<file path="config.mk">
export PLATFORM = sky130hd
export DESIGN_NAME = byte_seq_core
export DESIGN_NICKNAME = d
export VERILOG_FILES = /design/src/rtl/seq_pkg.sv /design/src/rtl/seq_decode.sv /design/src/rtl/seq_regfile.sv /design/src/rtl/seq_pc_calc.sv /design/src/rtl/byte_seq_core.sv
export SDC_FILE = /design/constraint.sdc
export NUM_CORES = 1
export LEC_CHECK = 0
export CELL_PAD_IN_SITES_DETAIL_PLACEMENT = 1
export CELL_PAD_IN_SITES_GLOBAL_PLACEMENT = 1
export CORE_MARGIN = 4
export CORE_UTILIZATION = 35
export DETAILED_ROUTE_END_ITERATION = 8
export GPL_TIMING_DRIVEN = 0
export PLACE_DENSITY_LB_ADDON = 0.1
export SETUP_SLACK_MARGIN = 0.1
export SLEW_MARGIN = 20
export SYNTH_ARGS = -nofsm -noshare
export SYNTH_HDL_FRONTEND = slang
export SYNTH_SLANG_ARGS = --single-unit
</file>
<file path="constraint.sdc">
create_clock -name clk -period 5.24 [get_ports clk]
set_input_delay 0.786 -clock clk [delete_from_list [all_inputs] [get_ports clk]]
set_output_delay 0.786 -clock clk [all_outputs]
set_load 0.1 [all_outputs]
</file>
<file path="src/rtl/seq_pkg.sv">
package seq_pkg;

  localparam int RIDX_W = 3;

  typedef enum logic [1:0] {
    ST_ISSUE_OP,
    ST_TAKE_OP,
    ST_ISSUE_ARG,
    ST_TAKE_ARG
  } seq_state_t;

  typedef enum logic [2:0] {
    K_NOP,
    K_LDR,
    K_LDA,
    K_ADDR,
    K_ADDI,
    K_JMP
  } op_kind_t;

  typedef struct packed {
    op_kind_t          kind;
    logic              two_byte;
    logic [RIDX_W-1:0] ridx;
  } op_info_t;

endpackage

</file>
<file path="src/rtl/seq_decode.sv">
module seq_decode
  import seq_pkg::*;
(
  input  logic [7:0] op,
  output op_info_t   info
);
  always_comb begin
    info.ridx     = op[RIDX_W-1:0];
    info.kind     = K_NOP;
    info.two_byte = 1'b0;
    casez (op)
      8'b0111_1???: begin info.kind = K_LDR;  info.two_byte = 1'b1; end
      8'h74:        begin info.kind = K_LDA;  info.two_byte = 1'b1; end
      8'b0010_1???: begin info.kind = K_ADDR; info.two_byte = 1'b0; end
      8'h24:        begin info.kind = K_ADDI; info.two_byte = 1'b1; end
      8'h80:        begin info.kind = K_JMP;  info.two_byte = 1'b1; end
      default:      begin info.kind = K_NOP;  info.two_byte = 1'b0; end
    endcase
  end
endmodule

</file>
<file path="src/rtl/seq_regfile.sv">
module seq_regfile
  import seq_pkg::*;
#(
  parameter int DW   = 8,
  parameter int NREG = 8
) (
  input  logic              clk,
  input  logic              rst,
  input  logic              we,
  input  logic [RIDX_W-1:0] widx,
  input  logic [DW-1:0]     wdata,
  input  logic [RIDX_W-1:0] ridx,
  output logic [DW-1:0]     rdata
);
  logic [DW-1:0] regs [NREG];

  for (genvar g = 0; g < NREG; g++) begin : g_reg
    always_ff @(posedge clk) begin
      if (rst) regs[g] <= '0;
      else if (we && (widx == RIDX_W'(g))) regs[g] <= wdata;
    end
  end

  assign rdata = regs[ridx];
endmodule

</file>
<file path="src/rtl/seq_pc_calc.sv">
module seq_pc_calc #(
  parameter int AW = 16,
  parameter int DW = 8
) (
  input  logic [AW-1:0] pc,
  input  logic [DW-1:0] offset,
  output logic [AW-1:0] pc_p1,
  output logic [AW-1:0] pc_p2,
  output logic [AW-1:0] jmp_tgt
);
  localparam int EXT_W = AW - DW;

  logic [AW-1:0] off_sx;

  assign off_sx  = {{EXT_W{offset[DW-1]}}, offset};
  assign pc_p1   = pc + AW'(1);
  assign pc_p2   = pc + AW'(2);
  assign jmp_tgt = pc_p2 + off_sx;
endmodule

</file>
<file path="src/rtl/byte_seq_core.sv">
module byte_seq_core
  import seq_pkg::*;
#(
  parameter int AW   = 16,
  parameter int DW   = 8,
  parameter int NREG = 8
) (
  input  logic          clk,
  input  logic          rst,
  output logic [AW-1:0] pmem_addr,
  input  logic [DW-1:0] pmem_data,
  output logic [DW-1:0] acc,
  output logic          step_done
);
  seq_state_t    state;
  logic [AW-1:0] pc;
  logic [DW-1:0] op_q;
  logic [DW-1:0] cur_op;
  op_info_t      info;
  logic [DW-1:0] reg_rd;
  logic          reg_we;
  logic [AW-1:0] pc_p1, pc_p2, jmp_tgt, next_pc;

  // code byte is live on the bus in the take cycle, held afterwards
  assign cur_op = (state == ST_TAKE_OP) ? pmem_data : op_q;

  seq_decode i_dec (
    .op   (cur_op[7:0]),
    .info (info)
  );

  assign reg_we = (state == ST_TAKE_ARG) && (info.kind == K_LDR);

  seq_regfile #(.DW(DW), .NREG(NREG)) i_rf (
    .clk   (clk),
    .rst   (rst),
    .we    (reg_we),
    .widx  (info.ridx),
    .wdata (pmem_data),
    .ridx  (info.ridx),
    .rdata (reg_rd)
  );

  seq_pc_calc #(.AW(AW), .DW(DW)) i_pc (
    .pc      (pc),
    .offset  (pmem_data),
    .pc_p1   (pc_p1),
    .pc_p2   (pc_p2),
    .jmp_tgt (jmp_tgt)
  );

  assign next_pc = (info.kind == K_JMP) ? jmp_tgt : pc_p2;

  always_ff @(posedge clk) begin
    if (rst) begin
      state     <= ST_ISSUE_OP;
      pc        <= '0;
      pmem_addr <= '0;
      acc       <= '0;
      op_q      <= '0;
      step_done <= 1'b0;
    end else begin
      step_done <= 1'b0;
      case (state)
        ST_ISSUE_OP: state <= ST_TAKE_OP;
        ST_TAKE_OP: begin
          op_q <= pmem_data;
          if (info.two_byte) begin
            pmem_addr <= pc_p1;
            state     <= ST_ISSUE_ARG;
          end else begin
            if (info.kind == K_ADDR) acc <= acc + reg_rd;
            pc        <= pc_p1;
            pmem_addr <= pc_p1;
            step_done <= 1'b1;
            state     <= ST_ISSUE_OP;
          end
        end
        ST_ISSUE_ARG: state <= ST_TAKE_ARG;
        ST_TAKE_ARG: begin
          case (info.kind)
            K_LDA:   acc <= pmem_data;
            K_ADDI:  acc <= acc + pmem_data;
            default: ;
          endcase
          pc        <= next_pc;
          pmem_addr <= next_pc;
          step_done <= 1'b1;
          state     <= ST_ISSUE_OP;
        end
        default: state <= ST_ISSUE_OP;
      endcase
    end
  end
endmodule

</file>
Word-level counts from Yosys, hierarchy flattened. Memory sizes are Yosys's and may differ from the RTL's. Index checks and enable logic that the tools add are counted.

Bits in registers: 51. Bits in writable memories: 64. Input bits: 10. Output and inout bits: 25. Word-level logic and storage cells: 105. Memories: 1.

Add/sub/neg operators: 5. Equality and inequality tests: 23. Mux-type cells: 48. Bitwise operators: 8. Reduce and logical (&&, ||, !) cells: 14.

Memories: i_rf.regs (depth 8, width 8, rd ports 1, clocked after Yosys merged registers in 0, wr ports 8, line seq_regfile.sv:15) `logic [DW-1:0] regs [NREG];`.

Operators by type and width (count): $mux W8 (11); $pmux W16 S2 (2); $mux W16 (2); $pmux W8 S2 (2); $mux W1 (27); $pmux W4 S5 (1); $eq A3 B3 Y1 const B (6); $add A16 B1 Y16 const B (1); $add A16 B16 Y16 (1); $add A16 B2 Y16 const B (1); $add A8 B8 Y8 (2); $eq A3 B2 Y1 const B (4); $logic_and A1 B1 Y1 (9); $eq A8 B6 Y1 const B (1); $eq A8 B7 Y1 const B (1); $eq A8 B8 Y1 const B (1); $or A1 B1 Y1 (8); $pmux W2 S4 (1); $eq A3 B1 Y1 const B (2); $eq A5 B3 Y1 const B (1); $eq A5 B4 Y1 const B (1); $eq A2 B2 Y1 const B (2); $reduce_and A4 Y1 (1); $logic_not A3 Y1 (1); 9 further kinds (9).

Depth between registers and ports, before layout. Gate-level depths: netlist of run 1.

Word-level depth: 11. Depth in mapped cells: 18. Gate-level depth less buffers: 15.

Cells and area by module. A second synthesis of run 1 with hierarchy kept.

Cell total of the unflattened synthesis: 752. Area total of the unflattened synthesis: 7438.4 µm².

Modules (own cells, without submodules): byte_seq_core (instances 1, cells each 356, area an instance 3001.6 µm², sequential area each 1021.0 µm²); seq_regfile (instances 1, cells each 195, area an instance 2987.9 µm², sequential area each 1921.8 µm²); seq_pc_calc (instances 1, cells each 183, area an instance 1296.2 µm², sequential area each 0.0 µm²); seq_decode (instances 1, cells each 18, area an instance 152.6 µm², sequential area each 0.0 µm²).

Worst setup path after synthesis of run 1. No wires, ideal clock.

Path type: in2reg. Start: input pmem_data[0]. End: register acc[7]. Library setup time: 0.133 ns. Arrival time: 3.996 ns. Data required time: 5.107 ns. Setup slack: 1.111 ns. Cell stages on the path: 15. Path buffers: 2. Cells stage by stage: clkbuf_1 -> mux2i_4 -> buf_2 -> mux4_2 -> nand2_1 -> nand2_1 -> ha_1 -> a21o_1 -> a21oi_1 -> o21bai_1 -> a2111oi_0 -> nor3_1 -> xnor2_1 -> a2bb2oi_1 -> a31oi_1.

Word-level cells in the longest chain between the ends: 6. Elaborated cells on any way between the ends: 19. Classes of those cells: add/sub: 2; eq/ne: 9; mux: 6; reduce/logical: 1; memory: 1.

Ends and longest elaborated chain: start, declared (line byte_seq_core.sv:11) `input logic [DW-1:0] pmem_data,`; $mux W8; $mem_v2 Z8 W8, or another cell as far along; $add A8 B8 Y8 / $pmux W4 S5 (equally long branches) (line byte_seq_core.sv:72, seq_decode.sv:11); $mux W8, or another cell as far along (line byte_seq_core.sv:72) `if (info.kind == K_ADDR) acc <= acc + reg_rd;`; $mux W8, or another cell as far along (line byte_seq_core.sv:68) `if (info.two_byte) begin`; $pmux W8 S2 / $reduce_and A4 Y1 (equally long branches); end signal, assigned (line byte_seq_core.sv:72); end signal, assigned (line byte_seq_core.sv:82) `K_LDA: acc <= pmem_data;`; end signal, assigned (line byte_seq_core.sv:83) `K_ADDI: acc <= acc + pmem_data;`; end, declared (line byte_seq_core.sv:12) `output logic [DW-1:0] acc,`.

Parallel ways exist; a longest one is shown, timed or not. The select of a mux whose other input is x is not followed. A chain may end at the register's enable or synchronous reset.

Worst setup path after layout of run 1. Same ends and word-level chain as after synthesis.

==> summary.md, run 1 <==
| Metric | Value |
|---|---|
| Run status | completed |
| Syn_nets | 803 |
| Die area | 0.0229 mm^2 |
| TNS Setup | 0 ns |
| Post-DP HPWL | 17200 um |
| Vias in the first global route | 6311 |
| Max Root-Sink Buffers | 2 |
| Final Cycle Share | 0.921 |
| Clock share of power | 0.463 |
| Clock root cell | clkbuf_16 |
| TritonCTS Buffers | 17 |
| Cell Pwr Density | 297 mW/mm^2 |
| First-pass GRT wire length | 37200 um |
| Ant diodes | 0 |
| Worst path slowest cell | clkdlybuf4s50_1 |
| Reg-to-reg setup timing slack | 0.72 ns |
| GRT overflow | 0 |
| Tot Pwr | 2.51 mW |
| Slew margin rel. | 0.323 |
| Count of final hold-check violations | 0 |
| Vias | 6001 |
| Comb power frac | 0.139 |
| Final setup fails | 0 |
| Predominant post-synthesis flop cell | edfxtp_1 |
| Critical path launch point type | input pin |
| R2R Path End | acc[7] |
| Syn Inst Count | 755 |
| Mean post-synth cell area | 9.51 um^2 |
| Routed Antenna Nets | 0 |
| Final wirelength | 23600 um |
| Routability cong. | 0.880 |
| Worst vdd ir | 0.000185 V |
| Largest net degree at the start of global routing | 18 |
| Final Skew | 0.0192 ns |
| # port buffers | 34 |
| Synth cell types | 68 |
| Hold Path Class | flop to flop |
| Yosys warning count | 0 |
| Pleak | 3.24 nW |
| Wire length per cell | 21.6 um |
| Max_cap viols | 0 |
| Vias per cell | 5.50 |
| Die W | 151 um |
| Filler Cells Inserted | 2339 |
| Post-DP Area | 0.00786 mm^2 |
| Tot GR Track Use | 0.216 |
| Starting Density | 0.355 |
| Switching share of power | 0.295 |
| Crit. End Element | flop |
| Min Tclk post-route | 4.83 ns |
| Worst endpoint required time | 5.50 ns |
| Worst Reg-to-Reg Cells | 18 |
| Seq/Total Area, Yosys | 0.410 |
| I/O Pins | 35 |
| P_sw | 0.741 mW |
| Arr. time, crit path | 5.09 ns |
| Nets | 857 |
| Max incr delay on CP | 0.54 ns |
| End of the worst hold path | pmem_addr[14] |
| 1st-iter DRT viols | 430 |
| Largest delay contributor family on the critical path | buffers and inverters |
| Critical Path, Cell by Cell | clkdlybuf4s50_1, clkbuf_1, mux2i_4, buf_2, mux4_2, nand2_1, nand2_1, ha_1, a21o_1, a21oi_1, o21bai_1, a2111oi_0, nor3_1, xnor2_1, a2bb2oi_1, a31oi_1 |
| CP Max Fanout | 10 |
| Initial antenna violation count | 0 |
| Die height | 151 um |
| P&R area growth vs syn | 17.6% |
| CP Buf/Inv Count | 3 |
| Critical path class | input pin to flop |
| Std-Cell Core Area | 0.0202 mm^2 |
| Post-synthesis async set-or-reset flop share | 0 |
| Hold Crit Start | pmem_addr[14] |
| RSZ-0062 raised after global routing | false |
| Count of pins over their slew limit | 0 |
| Slew at the pin closest to its max-slew limit | 1.01 ns |
| H-tree Lvls | 4 |
| Row count | 52 |
| Clock transition at path regs | 0.06 ns |
| First-pass DRT Iterations | 5 |
| Share of layout cells above drive strength 1 | 0.0900 |
| Cell internal pwr | 1.77 mW |
| Most used cell, CP | nand2_1 |
| Netlist area before placement | 0.00718 mm^2 |
| Worst Hold Depth | 2 |
| TritonCTS clock tree | yes |
| Skew-Pair Late Insertion Delay | 0.42 ns |
| Reg power frac | 0.398 |
| Number of synthesized flops with an enable pin | 64 |
| # clock sinks | 115 |
| Yosys reg bits | 115 |
| Post-route DRC | 0 |
| Hold Buf Count CTS | 0 |
| Fmax | 207 MHz |
| Design Area, Final | 0.00844 mm^2 |
[logic make-up (layout without fill, tap and decap cells)]
| logic type | after synthesis | in the layout | share of synthesized area |
|---|---|---|---|
| and+or+nand+nor | 292 | 292 | 0.202 |
| AOI/OAI and AO/OA | 168 | 168 | 0.149 |
| DFF | 115 | 115 | 0.410 |
| buffers and inverters | 60 | 127 | 0.0347 |
| xor gates and xnor gates | 42 | 42 | 0.0512 |
| muxes | 40 | 40 | 0.0844 |
| adders and majority gates | 38 | 38 | 0.0694 |
[synthesized netlist by cell type (all sizes together), types with 9 or more instances]
master,count,share of area
a21o,9,0.0094
a211oi,12,0.013
buf,12,0.0096
dfxtp,51,0.14
nor3,22,0.016
a21oi,61,0.043
and2,57,0.050
clkbuf,33,0.017
nor2,80,0.042
xor2,22,0.027
nand2,76,0.040
edfxtp,64,0.27
ha,35,0.061
mux4,15,0.047
o21ai,32,0.022
inv,15,0.0078
xnor2,20,0.024
o21bai,11,0.012
mux2i,21,0.031
[placed cells by master (no fill, tap or decap), types with 17 or more instances in the layout]
master / synthesis / layout
clkbuf_16: 0 / 17
clkdlybuf4s50_1: 0 / 34
o21ai_0: 27 / 27
edfxtp_1: 64 / 64
nor2_1: 79 / 79
mux2i_1: 20 / 20
xor2_1: 22 / 22
dfxtp_1: 51 / 51
ha_1: 35 / 35
and2_1: 57 / 57
clkbuf_1: 33 / 32
a21oi_1: 60 / 60
nor3_1: 21 / 21
nand2_1: 75 / 75
xnor2_1: 20 / 20
[state kept, by name, summed over array words and instances, names as in the netlist, named ones only]
signal / flops
acc: 8
i_rf.regs: 64
op_q: 8
pc: 16
pmem_addr: 16
state: 1
step_done: 1
[through the flow]
stage               hold slack (ns)   util  setup WS [ns]  std cells
floorplan                     0.445      -           1.11        755
global placement              0.435  0.388         -0.343       1059
detailed placement            0.440  0.388         -0.460       1059
CTS                           0.454  0.417          0.232       1092
global route                  0.466  0.417          0.185       1092
finish                        0.448  0.417          0.414       1092
[final cells by class]
cell class,instances,area [um^2],share of cell area
Buffer,45,194,0.0230
Clock buffer,17,425,0.0504
Clock inverter,15,146,0.0173
Inverter,15,56.3,0.00667
Multi-Input combinational cell,580,3990,0.473
Sequential cell,115,2940,0.348
Tap cell,270,338,0.0400
Timing Repair Buffer,35,348,0.0412
[worst min-delay path: stages, from the launching register on]
cell and delay (ns):
dfxtp_1 0.31, nand2_1 0.05, nand2_1 0.04
[metal layers]
metal,part of all wire,vias to the layer above,global-route usage
li1,-,2838,-
met1,0.51,3019,0.326
met5,0,-,0
met2,0.45,132,0.328
met3,0.035,12,0.0320
met4,0.0077,0,0.0449
[power groups by stage]
stage | Sequential, mW | Clock, mW | Combinational, mW
floorplan | 1.04 | 0 | 0.211
global placement | 1.02 | 0 | 0.339
detailed placement | 1.02 | 0 | 0.347
CTS | 0.998 | 1.17 | 0.351
global route | 1.00 | 1.22 | 0.380
finish | 0.998 | 1.16 | 0.349
[timing repair]
item / 4_1_cts / 5_1_grt
pin swaps: 0 / 0
cloned: 0 / 0
gates resized for setup: 1 / 1
setup endpoints to repair: 1 / 1
setup buffers: 1 / 0
[how the worst max path moves through the flow]
stage,start,endpoint,slack (ns),cells past startpoint
6_report,pmem_data[0],acc[7],0.41,16
5_1_grt,pmem_data[1],acc[7],0.18,17
4_1_cts,pmem_data[1],acc[7],0.23,17
3_5_place_dp,pmem_data[1],acc[7],-0.46,17
3_3_place_gp,pmem_data[0],acc[7],-0.34,16
2_1_floorplan,pmem_data[0],acc[7],1.11,15
Note: power is estimated with default switching activity, not from simulation.
==> inputs of run 2 (changes only) <==
PLACE_DENSITY = 0.71   (was not set)
PLACE_DENSITY_LB_ADDON = not set   (was 0.1)
==> run 2 against run 1 <==
- die area did not move
- clock-buffer cell count up 2
- setup slack better by 0.054 ns
- combinational power about the same
- clock power fell by 4%
- non-clock buffer count unchanged
- sequential power about the same
- critical endpoint unchanged
==> summary.md, run 2 (synthesis results as in run 1) <==
| Metric | Value |
|---|---|
| Share of layout cells above drive strength 1 | 0.0864 |
| Vias | 5954 |
| # port buffers | 34 |
| Fin cells | 1092 |
| Die W | 151 um |
| Reg power frac | 0.407 |
| Biggest regs | i_rf.regs x64, pc x16, pmem_addr x16 |
| First-pass GRT wire length | 35600 um |
| Clock root cell | clkbuf_16 |
| Routed Antenna Nets | 0 |
| Worst Hold Depth | 2 |
| Critical Path, Cell by Cell | clkdlybuf4s50_1, inv_2, nor2_1, a21oi_4, clkbuf_2, mux4_2, nand2_1, nand2_1, ha_1, a21o_1, a21oi_1, o21bai_1, a2111oi_0, nor3_1, xnor2_1, a2bb2oi_1, a31oi_1 |
| Most frequent cells in the layout | nor2_1, nand2_1, edfxtp_1 |
| R2R Path End | acc[7] |
| Worst Reg-to-Reg Cells | 18 |
| Worst endpoint required time | 5.53 ns |
| Vias per cell | 5.45 |
| Starting Density | 0.355 |
| Switching share of power | 0.287 |
| P_sw | 0.704 mW |
| Hold Path Class | flop to flop |
| Vias in the first global route | 6057 |
| Final wirelength | 22900 um |
| Setup WS post-layout | 0.468 ns |
| Filler Cells Inserted | 2334 |
| TritonCTS Buffers | 17 |
| First-pass DRT Iterations | 5 |
| 1st-iter DRT viols | 479 |
| Ant diodes | 0 |
| Slew at the pin closest to its max-slew limit | 0.989 ns |
| Largest net degree at the start of global routing | 18 |
| Initial antenna violation count | 0 |
| Die height | 151 um |
| Critical path class | input pin to flop |
| Wire length per cell | 20.9 um |
| TritonCTS clock tree | yes |
| Most used cell, CP | nand2_1 |
| Final Cycle Share | 0.911 |
| Hold_ws | 0.450 ns |
| TNS Setup | 0 ns |
| Skew-Pair Late Insertion Delay | 0.43 ns |
| Hold Buf Count CTS | 0 |
| Slew margin rel. | 0.338 |
| Std-Cell Core Area | 0.0202 mm^2 |
| RSZ-0062 raised after global routing | false |
| Tot GR Track Use | 0.209 |
| Max_cap viols | 0 |
| Worst slack, placed | -0.380 ns |
| Row count | 52 |
| Worst vdd ir | 0.000121 V |
| Final Skew | 0.00602 ns |
| I/O Pins | 35 |
| Placed insts | 1059 |
| Commonest non-fill, non-tap cell in the layout | nor2_1 |
| Clock share of power | 0.452 |
| Crit. End Element | flop |
| Max FFs per register | 64 |
| Count of final hold-check violations | 0 |
| Tot Pwr | 2.45 mW |
| Cell Pwr Density | 291 mW/mm^2 |
| Nets | 857 |
| Pleak | 3.22 nW |
| Post-DP HPWL | 16100 um |
| # clock sinks | 115 |
| Clock transition at path regs | 0.06 ns |
| Post-route DRC | 0 |
| Count of pins over their slew limit | 0 |
| Min Tclk post-route | 4.77 ns |
| Reg-to-reg setup timing slack | 0.72 ns |
| Hold Crit Start | pmem_addr[12] |
| Cell internal pwr | 1.75 mW |
| Die area | 0.0229 mm^2 |
| Final setup fails | 0 |
| Worst path slowest cell | clkdlybuf4s50_1 |
| GRT overflow | 0 |
| Max incr delay on CP | 0.62 ns |
| Critical path launch point type | input pin |
| Fmax | 210 MHz |
| Comb power frac | 0.141 |
| End of the worst hold path | pmem_addr[12] |
| H-tree Lvls | 4 |
| Max Root-Sink Buffers | 2 |
| Arr. time, crit path | 5.06 ns |
| CP Max Fanout | 10 |
| Routability cong. | 0.846 |
| Run status | completed |
| P&R area growth vs syn | 17.3% |
| Top reg by flops | i_rf.regs |
-- run 2: cell count changes in the layout (fill, tap and decap cells not counted) --
cell	before	now
clkinv_2	1	2
clkinv_1	1	2
inv_8	2	0
clkinv_4	2	1
clkbuf_1	32	34
clkinvlp_4	2	5
inv_6	6	2
-- run 2: per-layer routing --
layer | global-route usage | part of all wire | routed length [um] | up-vias
li1 | - | - | - | 2838
met2 | 0.323 | 0.45 | 10400 | 137
met5 | 0 | 0 | 0 | -
met3 | 0.0434 | 0.048 | 1090 | 34
met4 | 0.0603 | 0.017 | 385 | 0
met1 | 0.295 | 0.48 | 11000 | 2945
-- run 2: power by group through the flow --
| stage | logic, mW | clock network (mW) | registers (mW) |
|---|---|---|---|
| 2_1_floorplan | 0.211 | 0 | 1.04 |
| 3_3_place_gp | 0.338 | 0 | 1.02 |
| 3_5_place_dp | 0.342 | 0 | 1.02 |
| 4_1_cts | 0.347 | 1.12 | 0.999 |
| 5_1_grt | 0.378 | 1.16 | 1.00 |
| 6_report | 0.346 | 1.11 | 0.999 |
-- run 2: final cells by class --
cell class                      count  area [um^2]  share of cell area
Timing Repair Buffer               35          348              0.0413
Sequential cell                   115         2940               0.350
Tap cell                          270          338              0.0401
Buffer                             45          194              0.0230
Clock inverter                     13          111              0.0132
Clock buffer                       19          433              0.0514
Inverter                           15         56.3             0.00669
Multi-Input combinational cell    580         3990               0.475
-- run 2: what timing repair did --
action | CTS | global route
setup buffers | 1 | 0
gates resized for setup | 1 | 1
endpoints found under the setup margin | 1 | 1
-- run 2: worst max-delay path by stage --
stage,startpoint,end
final,pmem_data[1],acc[7]
after global routing,pmem_data[1],acc[7]
after CTS,pmem_data[1],acc[7]
after detailed placement,pmem_data[1],acc[7]
after global placement,pmem_data[0],acc[7]
after floorplan,pmem_data[0],acc[7]
-- run 2: worst max-delay path, delay by kind of cell --
family,cells,cell delay (ns)
muxes,1,0.35
xor gates and xnor gates,1,0.31
adders and majority gates,1,0.28
and+or+nand+nor,4,0.45
buffers and inverters,3,1.31
AOI/OAI and AO/OA,7,1.55
-- run 2: stage by stage --
stage | util | instance area, um^2
after floorplan | - | 7180
after global placement | 0.388 | 7860
after detailed placement | 0.388 | 7860
after CTS | 0.416 | 8410
after global routing | 0.416 | 8420
final | 0.416 | 8420
